### config.mk
export PLATFORM = sky130hd
export DESIGN_NAME = mem_pwr_seq
export DESIGN_NICKNAME = d
export VERILOG_FILES = /design/src/rtl/mps_pkg.sv /design/src/rtl/mps_ramp.sv /design/src/rtl/mps_fsm.sv /design/src/rtl/mps_rail_out.sv /design/src/rtl/mem_pwr_seq.sv
export SDC_FILE = /design/constraint.sdc
export NUM_CORES = 1
export LEC_CHECK = 0
export BUFFER_PORTS_ARGS = -buffer_cell sky130_fd_sc_hd__buf_2
export CORE_AREA = 2 2 50 61
export CTS_BUF_LIST = sky130_fd_sc_hd__clkbuf_8
export DETAILED_ROUTE_END_ITERATION = 8
export DIE_AREA = 0 0 52 63
export HOLD_SLACK_MARGIN = 0.1
export MAX_ROUTING_LAYER = met4
export PLACE_DENSITY_LB_ADDON = 0.25
export SYNTH_ARGS = -nofsm -noshare
export SYNTH_HDL_FRONTEND = slang
export SYNTH_HIERARCHICAL = 1
export SYNTH_SLANG_ARGS = --single-unit
export TNS_END_PERCENT = 20
### constraint.sdc
create_clock -name clk -period 1.5 [get_ports clk]
set_input_delay 0.3 -clock clk [delete_from_list [all_inputs] [get_ports clk]]
set_output_delay 0.3 -clock clk [all_outputs]
set_load 0.005 [all_outputs]
### src/rtl/mps_pkg.sv
package mps_pkg;

    typedef enum logic [2:0] {
        PS_G3    = 3'd0,
        PS_S5OFF = 3'd1,
        PS_S5ON  = 3'd2,
        PS_S0    = 3'd3,
        PS_S3    = 3'd4
    } pwr_state_e;

endpackage

### src/rtl/mps_ramp.sv
module mps_ramp #(
    parameter int RAMP_W = 8
) (
    input  logic              clk,
    input  logic              rst_n,
    input  logic              run,
    output logic [RAMP_W-1:0] level,
    output logic              done
);
    localparam logic [RAMP_W-1:0] RAMP_MAX = '1;

    logic [RAMP_W-1:0] level_q;

    // Counts up while run is held; clears on terminal count or drop of run.
    always_ff @(posedge clk or negedge rst_n) begin
        if (!rst_n) begin
            level_q <= '0;
        end else if (!run || level_q == RAMP_MAX) begin
            level_q <= '0;
        end else begin
            level_q <= level_q + 1'b1;
        end
    end

    assign level = level_q;
    assign done  = (level_q == RAMP_MAX);

endmodule

### src/rtl/mps_fsm.sv
module mps_fsm
    import mps_pkg::*;
(
    input  logic       clk,
    input  logic       rst_n,
    input  logic       supply_ok,
    input  logic       slp3_n,
    input  logic       slp5_n,
    input  logic       dual_en_n,
    input  logic       pwr_good_in,
    input  logic       ramp_done,
    output pwr_state_e state,
    output logic       ramp_run
);
    pwr_state_e state_q;
    pwr_state_e state_d;

    logic awake;
    logic soft_off_req;
    pwr_state_e soft_off_tgt;

    assign awake        = slp3_n && slp5_n;
    assign soft_off_req = !slp5_n;
    assign soft_off_tgt = dual_en_n ? PS_S5OFF : PS_S5ON;

    // State register
    always_ff @(posedge clk or negedge rst_n) begin
        if (!rst_n) begin
            state_q <= PS_G3;
        end else begin
            state_q <= state_d;
        end
    end

    // Next state and ramp request
    always_comb begin
        state_d  = state_q;
        ramp_run = 1'b0;
        if (!supply_ok) begin
            state_d = PS_G3;
        end else begin
            unique case (state_q)
                PS_G3: begin
                    state_d = PS_S5OFF;
                end
                PS_S5OFF: begin
                    if (!dual_en_n || awake) begin
                        ramp_run = 1'b1;
                        if (ramp_done) begin
                            state_d = PS_S5ON;
                        end
                    end
                end
                PS_S5ON: begin
                    if (awake) begin
                        ramp_run = 1'b1;
                        if (ramp_done) begin
                            state_d = PS_S0;
                        end
                    end else if (dual_en_n) begin
                        state_d = PS_S5OFF;
                    end
                end
                PS_S0: begin
                    if (soft_off_req) begin
                        state_d = soft_off_tgt;
                    end else if (!slp3_n) begin
                        state_d = PS_S3;
                    end
                end
                PS_S3: begin
                    if (soft_off_req) begin
                        state_d = soft_off_tgt;
                    end else if (awake && pwr_good_in) begin
                        state_d = PS_S0;
                    end
                end
                default: begin
                    state_d = PS_G3;
                end
            endcase
        end
    end

    assign state = state_q;

endmodule

### src/rtl/mps_rail_out.sv
module mps_rail_out
    import mps_pkg::*;
#(
    parameter int RAMP_W    = 8,
    parameter int STR3_LEAD = 32
) (
    input  pwr_state_e        state,
    input  logic [RAMP_W-1:0] level,
    input  logic              supply_ok,
    input  logic              mode_a,
    output logic              rail5_en,
    output logic              str1_en,
    output logic              str2_en,
    output logic              str3_en,
    output logic              bt_en
);
    localparam logic [RAMP_W-1:0] LEAD_CNT = RAMP_W'(STR3_LEAD);

    logic ramping;
    logic mem_on;
    logic early_on;
    logic late_on;
    logic dual_on;

    assign ramping = (level != '0);

    // Output decode
    always_comb begin
        dual_on = 1'b0;
        mem_on  = 1'b0;
        unique case (state)
            PS_G3:    begin dual_on = 1'b0;    mem_on = 1'b0; end
            PS_S5OFF: begin dual_on = ramping; mem_on = 1'b0; end
            PS_S5ON:  begin dual_on = 1'b1;    mem_on = 1'b0; end
            PS_S0:    begin dual_on = 1'b1;    mem_on = 1'b1; end
            PS_S3:    begin dual_on = 1'b1;    mem_on = 1'b1; end
            default:  begin dual_on = 1'b0;    mem_on = 1'b0; end
        endcase
    end

    assign early_on = mem_on || (state == PS_S5ON && ramping);

    generate
        if (STR3_LEAD == 0) begin : g_no_lead
            assign late_on = early_on;
        end else begin : g_lead
            assign late_on = mem_on || (state == PS_S5ON && level > LEAD_CNT);
        end
    endgenerate

    assign rail5_en = supply_ok && dual_on;
    assign str1_en  = supply_ok && (mode_a ? early_on : late_on);
    assign str2_en  = supply_ok && !mode_a && late_on;
    assign str3_en  = supply_ok && !mode_a && early_on;
    assign bt_en    = supply_ok && mode_a && early_on;

endmodule

### src/rtl/mem_pwr_seq.sv
module mem_pwr_seq
    import mps_pkg::*;
#(
    parameter int RAMP_W    = 8,
    parameter int STR3_LEAD = 32
) (
    input  logic              clk,
    input  logic              rst_n,
    input  logic              supply_ok,
    input  logic              slp3_n,
    input  logic              slp5_n,
    input  logic              dual_en_n,
    input  logic              pwr_good_in,
    input  logic              mode_a,
    input  logic              oc_fault,
    input  logic              uv_fault,
    output logic [2:0]        pwr_state,
    output logic [RAMP_W-1:0] ss_level,
    output logic              rail5_en,
    output logic              str1_en,
    output logic              str2_en,
    output logic              str3_en,
    output logic              bt_en,
    output logic              pg_pull_low
);
    pwr_state_e        state;
    logic              ramp_run;
    logic              ramp_done;
    logic [RAMP_W-1:0] level;

    mps_fsm u_fsm (
        .clk         (clk),
        .rst_n       (rst_n),
        .supply_ok   (supply_ok),
        .slp3_n      (slp3_n),
        .slp5_n      (slp5_n),
        .dual_en_n   (dual_en_n),
        .pwr_good_in (pwr_good_in),
        .ramp_done   (ramp_done),
        .state       (state),
        .ramp_run    (ramp_run)
    );

    mps_ramp #(.RAMP_W(RAMP_W)) u_ramp (
        .clk   (clk),
        .rst_n (rst_n),
        .run   (ramp_run),
        .level (level),
        .done  (ramp_done)
    );

    mps_rail_out #(.RAMP_W(RAMP_W), .STR3_LEAD(STR3_LEAD)) u_rails (
        .state     (state),
        .level     (level),
        .supply_ok (supply_ok),
        .mode_a    (mode_a),
        .rail5_en  (rail5_en),
        .str1_en   (str1_en),
        .str2_en   (str2_en),
        .str3_en   (str3_en),
        .bt_en     (bt_en)
    );

    assign pwr_state   = state;
    assign ss_level    = level;
    assign pg_pull_low = oc_fault || uv_fault;

endmodule

== Word-level counts from Yosys, hierarchy flattened ==
Cells that the tools add are included.
Storage, ports and cells
  flip-flop bits (word level): 11
  bits of input ports: 10
Cells by class
  $add $sub $neg: 1
  order comparisons: 1
  equality and inequality tests: 11
  muxes and demuxes: 20
  reduce and logical (&&, ||, !) cells: 24
Operators with widths (count)
  3-bit 2-to-1 mux: 10
  3-bit one-hot mux with 5 select lines: 1
  1-bit logical AND: 11
  8-bit by 1-bit adder with 8-bit output (second input constant): 1
  8-bit equality test (second input constant): 1
  8-bit by 6-bit > comparator with 1-bit output (second input constant): 1
  8-bit 2-to-1 mux: 1
  4-bit by 3-bit inequality test with 1-bit output (second input constant): 2
  4-bit inequality test (second input constant): 2
  8-bit nonzero test: 1
  3-bit by 2-bit equality test with 1-bit output (second input constant): 2
  6-bit AND reduction: 1
  1-bit logical OR: 5
  1-bit 2-to-1 mux: 5
  1-bit one-hot mux with 2 select lines: 2
  3-bit by 1-bit equality test with 1-bit output (second input constant): 1
  3-bit equality test (second input constant): 1
  1-bit logical NOT: 3
  3-bit logical NOT: 1
  3-bit by 2-bit inequality test with 1-bit output (second input constant): 1
  3-bit inequality test (second input constant): 1
  3-bit OR reduction: 1
  2-bit 2-to-1 mux: 1
  2-bit OR reduction: 1

== Longest topological paths before layout ==
Gate-level depths: netlist of run 1.
  depth in word-level cells: 8
  depth in mapped cells: 7
  mapped depth without buffers: 7

== Cells and area by module ==
Netlist of run 1, hierarchy kept.
By module, submodules not included
  mps_ramp: times used 1, cells an instance 41, area an instance 386.6 um2
  mps_fsm: times used 1, cells an instance 44, area an instance 360.3 um2
  mps_rail_out: times used 1, cells an instance 22, area an instance 142.6 um2
  mem_pwr_seq: times used 1, cells an instance 1, area an instance 6.3 um2

== Worst setup path after synthesis of run 1 ==
Ideal clock, no wire load.
  path type: register -> output
  start: register u_ramp.level_q[1] (netlist: u_ramp/level[1])
  end: output str2_en
  arrival: 1.315 ns
  path slack: -0.115 ns
  cell stages (with the launch flop): 4
  cell sequence: dfrtp_1 > or4_4 > o2111ai_2 > o21ai_0
On the way
  longest elaborated chain between the ends: 4
RTL lines
  start, declared: RTL line mps_ramp.sv:12  | logic [RAMP_W-1:0] level_q;
  start signal, assigned: RTL line mps_ramp.sv:21  | level_q <= level_q + 1'b1;
  8-bit by 6-bit > comparator with 1-bit output: RTL line mps_rail_out.sv:47  | assign late_on = mem_on || (state == PS_S5ON && level > LEAD_CNT);
  1-bit logical AND: RTL line mps_rail_out.sv:47
  1-bit logical OR: RTL line mps_rail_out.sv:47
  1-bit logical AND: RTL line mps_rail_out.sv:53  | assign str2_en = supply_ok && !mode_a && late_on;
  end, declared: RTL line mem_pwr_seq.sv:21  | output logic str2_en,
No other way between the ends.

== Final worst setup path of run 1 ==
  start: register u_ramp.level_q[7] (netlist: u_ramp/level[7])
  end: output str1_en
On the way
  longest elaborated chain between the ends: 5
  elaborated cells on any way between the ends: 8
RTL lines
  8-bit by 6-bit > comparator with 1-bit output or 8-bit nonzero test (tied branches): RTL line mps_rail_out.sv:47, mps_rail_out.sv:25
  1-bit logical AND (on tied branches): RTL line mps_rail_out.sv:47, mps_rail_out.sv:41
  1-bit logical OR (on tied branches): RTL line mps_rail_out.sv:47, mps_rail_out.sv:41
  1-bit 2-to-1 mux (*): RTL line mps_rail_out.sv:52  | assign str1_en = supply_ok && (mode_a ? early_on : late_on);
  1-bit logical AND (*): RTL line mps_rail_out.sv:52
  end, declared: RTL line mem_pwr_seq.sv:20  | output logic str1_en,
Every way passes the cells marked *; elsewhere a longest branch is shown, timed or not.

==> flow_summary.yaml, run 1 <==
outcome:
  status: "finished with violations"
  violations: "negative setup slack"
logic_synthesis:
  syn_nets: 119
  synthCells: 108
  synth_seq_cells: 11
  syn-cell-area_um2: 896
  synth_top_area_frac: 0.307
  synth_cell_types: 45
  synth_edf_count: 0
  ys_seq_area_frac: 0.307
  yosys_warnings: 6
  avgSynthCellArea_um2: 8.29
  synth.area.top_cells: "dfrtp_1 (31%), a21oi_1 (5.6%), o21ai_0 (4.5%), inv_1 (2.9%), nor2_1 (2.9%)"
  synth-main-ff-cell: "dfrtp_1"
  synth-async-reset-ratio: 1.00
  post-synth-top-area-cell: "dfrtp_1"
place:
  place_ws_ns: -0.174
  gp_congestion: 0.910
  placed_cells: 185
  hpwl_um: 1890
  numPortBuffers: 26
die:
  die_y_um: 63
  io_pins: 27
  die_x_um: 52
  start_util: 0.331
  core-area_mm2: 0.00271
  num_rows: 21
  die-area_mm2: 0.00328
clock_network:
  cts.sinks: 11
  cts_buffer_depth: 2
  h-tree-depth: 1
  clk_latency_ns: 0.23
  numCtsBuffers: 3
  clk_pin_slew_ns: 0.05
  clock-root-buffer: "clkbuf_8"
  tritoncts: "done"
detailed_routing:
  routedLengthMet1_um: 1140
  wl_per_cell_um: 13.2
  vias: 1042
  ant_nets: 0
  wl_met3_um: 139
  wl_met2_um: 1190
  dr.pass1.iters: 4
  highest_layer: "met4"
  vias_per_cell: 5.48
  post-route-drc-count: 0
  drtIter0Drc: 52
  wl_um: 2500
worst_setup_path:
  r2r_slack_ns: 0.03
  start_kind: "register"
  cp_cell_sequence: "or4_4, o2111ai_4, o211ai_1, buf_2"
  worstPathMaxFanout: 4
  critPathSlowestCell: "or4_4"
  cp_data_arrival_time_ns: 1.63
  end_kind: "output port"
  required_ns: 1.20
  crit_type: "register to output port"
  cpPeakStageDelay_ns: 0.58
  ff2ff_path_depth: 8
layout:
  drive_gt1_frac: 0.404
  antenna_cells: 0
  layout.nets: 168
  area_growth_syn_to_layout_pct: 45.8
  final_util: 0.483
  final_common_cell: "buf_2"
  final_cell_mix: "buf_2 (26), buf_4 (18), a21oi_1 (10), dfrtp_1 (10), inv_1 (8)"
  instances_no_fill: 190
global_route:
  grtUsageTotal: 0.162
  grt_pass1_wl_um: 4180
  grt_pass1_vias: 989
  overflow: 0
  antenna_found_initial: 0
  grt_start_max_net_pins: 12
sta:
  setup_slack_ns: -0.434
  worstMarginPinSlew_ns: 0.365
  holdWs_ns: 0.365
  finalHoldViolCount: 0
  fin_crit_sh: 1.29
  setup_viol: 5
  relSlewSlack: 0.756
  finClkSkew_ns: 0.00325
  rsz0062_at_grt: "yes"
  period_minus_slack_ns: 1.93
  max_freq_mhz: 517
  slew_viol_final: 0
power:
  power_density_mw_per_mm2: 1120
  leakagePower_nw: 0.582
  ir_drop_v: 0.000516
run:
  cap_violations: 0
hold_path:
  hold_path_depth: 3
  hp-class: "primary input to register"
## power by group
group	switching (mW)	total, mW	leakage [nW]	internal (mW)
logic	0.387	0.786	0.406	0.400
registers	0.0661	0.402	0.149	0.336
clock network	0.0993	0.278	0.0269	0.179
total	0.552	1.47	0.582	0.914
## cell usage after synthesis, drive strengths merged (2+ instances only)
library cell   n
buf            3
nand4b         2
and2b          2
nand3          6
o211ai         2
o21ai         10
inv            7
a21oi         10
or4            3
o2111ai        2
nand2          5
nand2b         4
nor2           7
nor2b          4
xnor2          2
or3            4
nand4          4
dfrtp         11
a22oi          2
## sequential cells by signal (all words and copies together), names as in the netlist
| name | cells |
|---|---|
| u_fsm/state | 3 |
| u_ramp/level | 8 |
## worst max-delay path: cells and delay by family, from the launching register on
| family | cells | cell delay, ns |
|---|---|---|
| buffers and inverters | 1 | 0.14 |
| and+or+nand+nor | 1 | 0.58 |
| AOI/OAI and AO/OA | 2 | 0.32 |
| DFF | 1 | 0.37 |
## final timing paths
kind / start / end
hold / removal: slp5_n / u_fsm/state[2]
setup reg to reg: u_ramp/level[0] / u_fsm/state[0]
min in group asynchronous: rst_n / u_ramp/level[2]
max in group asynchronous: rst_n / u_ramp/level[0]
hold reg to reg: u_ramp/level[0] / u_ramp/level[0]
setup / recovery: u_ramp/level[7] / str1_en
## cell families (layout without fill, tap and decap cells)
group,after synthesis,in the layout,share of synthesized area
compound gates,35,35,0.265
buf+inv,10,58,0.0489
mux,1,1,0.0112
simple gates,47,47,0.324
flops,11,11,0.307
xor+xnor,3,3,0.0293
fa+ha+maj,1,1,0.0140
## area by class of cell
| cell class | instances | area (um^2) |
|---|---|---|
| Clock buffer | 3 | 41.3 |
| Sequential cell | 11 | 277 |
| Multi-Input combinational cell | 87 | 618 |
| Timing Repair Buffer | 47 | 298 |
| Inverter | 7 | 26.3 |
| Fill cell | 254 | 1400 |
| Tap cell | 34 | 42.5 |
| Clock inverter | 1 | 3.75 |
## metrics by stage
stage / area (um^2) / TNS, ns / total power [mW]
3_5_place_dp: 1210 / -0.851 / 1.15
2_1_floorplan: 907 / -0.304 / 0.857
3_3_place_gp: 1210 / -0.701 / 1.13
6_report: 1310 / -2.02 / 1.47
5_1_grt: 1310 / -2.46 / 1.59
4_1_cts: 1270 / -1.99 / 1.45
## routing by layer
layer,vias up,global-route usage
li1,510,-
met1,492,0.213
met2,34,0.266
met3,6,0.0167
met4,0,0.0296
met5,-,-
## what timing repair did
action / in CTS / in global routing
endpoints found under the setup margin: 8 / 12
endpoints found under the hold margin: 11 / 0
pin swaps: 1 / 3
hold buffers: 1 / 0
resized for setup: 2 / 6
setup buffers: 0 / 0
Power figures use the tool's default switching activity.
==> run 2, diff against run 1 <==
--- a/config.mk
+++ b/config.mk
@@ -12,7 +12,7 @@
 export DIE_AREA = 0 0 52 63
 export HOLD_SLACK_MARGIN = 0.1
 export MAX_ROUTING_LAYER = met4
-export PLACE_DENSITY_LB_ADDON = 0.25
+export PLACE_DENSITY = 0.55
 export SYNTH_ARGS = -nofsm -noshare
 export SYNTH_HDL_FRONTEND = slang
 export SYNTH_HIERARCHICAL = 1
==> run 2 against run 1 <==
Against the previous run: die area is the same; flip-flop and latch count did not move; global-route usage grew 0.91 points; critical path depth unchanged; clock-buffer cell count unchanged; combinational power down 2%; clock power is 3% higher; design area grew 1.5%; largest cell class unchanged; largest power group unchanged; worst hold slack better by 0.054 ns; the run still ends with negative setup slack left.
==> flow_summary.yaml, run 2 (synthesized netlist as in run 1, its figures left out) <==
outcome:
  status: "finished with violations"
  violations: "negative setup slack"
sta:
  holdWs_ns: 0.420
  relSlewSlack: 0.755
  period_minus_slack_ns: 1.95
  worstMarginPinSlew_ns: 0.368
  slew_viol_final: 0
  max_freq_mhz: 512
  finalHoldViolCount: 0
  fin_crit_sh: 1.30
  setup_slack_ns: -0.453
  rsz0062_at_grt: "yes"
  setup_viol: 5
  finClkSkew_ns: 0.00219
worst_setup_path:
  cp_data_arrival_time_ns: 1.65
  end_kind: "output port"
  required_ns: 1.20
  timing.critical_path.from: "u_ramp/level[6]"
  ff2ff_path_depth: 8
  r2r_slack_ns: 0
  crit_type: "register to output port"
  start_kind: "register"
  worstPathMaxFanout: 4
  r2r-end: "u_fsm/state[0]"
  worstReg2RegStart: "u_ramp/level[0]"
clock_network:
  h-tree-depth: 1
  clk_latency_ns: 0.23
  postCtsSetupBuffers: 0
  cts_buffer_depth: 2
  numCtsBuffers: 3
  tritoncts: "done"
  clock-root-buffer: "clkbuf_8"
  cts.sinks: 11
  clk_pin_slew_ns: 0.05
die:
  start_util: 0.331
  die-area_mm2: 0.00328
  num_rows: 21
  die_y_um: 63
  die_x_um: 52
  core-area_mm2: 0.00271
  io_pins: 27
layout:
  drive_gt1_frac: 0.424
  layout.nets: 170
  final_common_cell: "buf_2"
  regArea_um2: 278
  nFillCells: 271
  area_growth_syn_to_layout_pct: 48.0
  largest_reg_flops: 8
  final_cell_mix: "buf_2 (26), buf_4 (21), a21oi_1 (9), dfrtp_1 (9), inv_1 (8)"
  antenna_cells: 0
  multi_input_area_um2: 626
global_route:
  antenna_found_initial: 0
  grt_pass1_wl_um: 4270
  overflow: 0
  grt_start_max_net_pins: 12
  grtUsageTotal: 0.171
  grt_pass1_vias: 952
detailed_routing:
  dr.pass1.iters: 4
  post-route-drc-count: 0
  wl_um: 2490
  vias: 1018
  wl_per_cell_um: 13.0
  vias_per_cell: 5.30
  drtIter0Drc: 16
  ant_nets: 0
place:
  numPortBuffers: 26
  place_ws_ns: -0.190
  gp_congestion: 0.882
  hpwl_um: 1880
power:
  ir_drop_v: 0.000564
  netSwitchingFraction: 0.379
  p_int_mw: 0.912
  leakagePower_nw: 0.587
  power.clock.fraction: 0.194
  p_seq_frac: 0.283
  p_switching_mw: 0.556
  power_mw: 1.47
  power_density_mw_per_mm2: 1110
  pwr-share-comb: 0.523
hold_path:
  hold_path_depth: 4
  hold_start: "pwr_good_in"
  holdPathEnd: "u_fsm/state[2]"
  hp-class: "primary input to register"
run:
  cap_violations: 0
run 2: stage by stage:
step | util | cells | cell area (um^2) | TNS, ns
2_1_floorplan | - | 108 | 907 | -0.304
3_3_place_gp | 0.454 | 187 | 1230 | -0.787
3_5_place_dp | 0.454 | 187 | 1230 | -0.930
4_1_cts | 0.478 | 192 | 1290 | -2.05
5_1_grt | 0.490 | 192 | 1330 | -2.75
6_report | 0.490 | 192 | 1330 | -2.07
run 2: power by group through the flow:
stage	registers (mW)	clock network (mW)	logic [mW]
final	0.415	0.285	0.768
after global routing	0.427	0.319	0.841
after CTS	0.410	0.291	0.736
after detailed placement	0.414	0	0.729
after global placement	0.410	0	0.721
after floorplan	0.404	0	0.453
run 2: worst max path at each step:
stage | depth (start not counted) | slack (ns) | to
floorplan | 3 | -0.08 | str1_en
global placement | 4 | -0.14 | str1_en
detailed placement | 4 | -0.19 | str1_en
CTS | 4 | -0.44 | str1_en
global route | 4 | -0.55 | str1_en
finish | 4 | -0.45 | str1_en
run 2: worst max-delay path: stages, from the launching register on:
cell and delay, ns:
dfrtp_1 0.37, or4_4 0.58, o2111ai_4 0.22, o211ai_1 0.11, buf_2 0.14
run 2: area by class of cell:
class,instances,area share
inverter,7,0.0198
clock inverter,1,0.00283
timing repair buffer,49,0.233
sequential,11,0.209
clock buffer,3,0.0311
tap,34,0.0321
multi-input combinational,87,0.472
run 2: what timing repair did:
| item | CTS | global route |
|---|---|---|
| hold buffers | 1 | 0 |
| cloned | 0 | 0 |
| endpoints found under the setup margin | 9 | 12 |
| endpoints found under the hold margin | 11 | 0 |
| pin swaps | 2 | 1 |
| resized for setup | 3 | 6 |
run 2: metal layers:
layer,vias to the layer above,GRT usage,wire length (um)
li1,508,-,-
met1,481,0.234,1150
met2,27,0.261,1220
met3,2,0.0215,99
met4,0,0.0493,15
met5,-,-,0
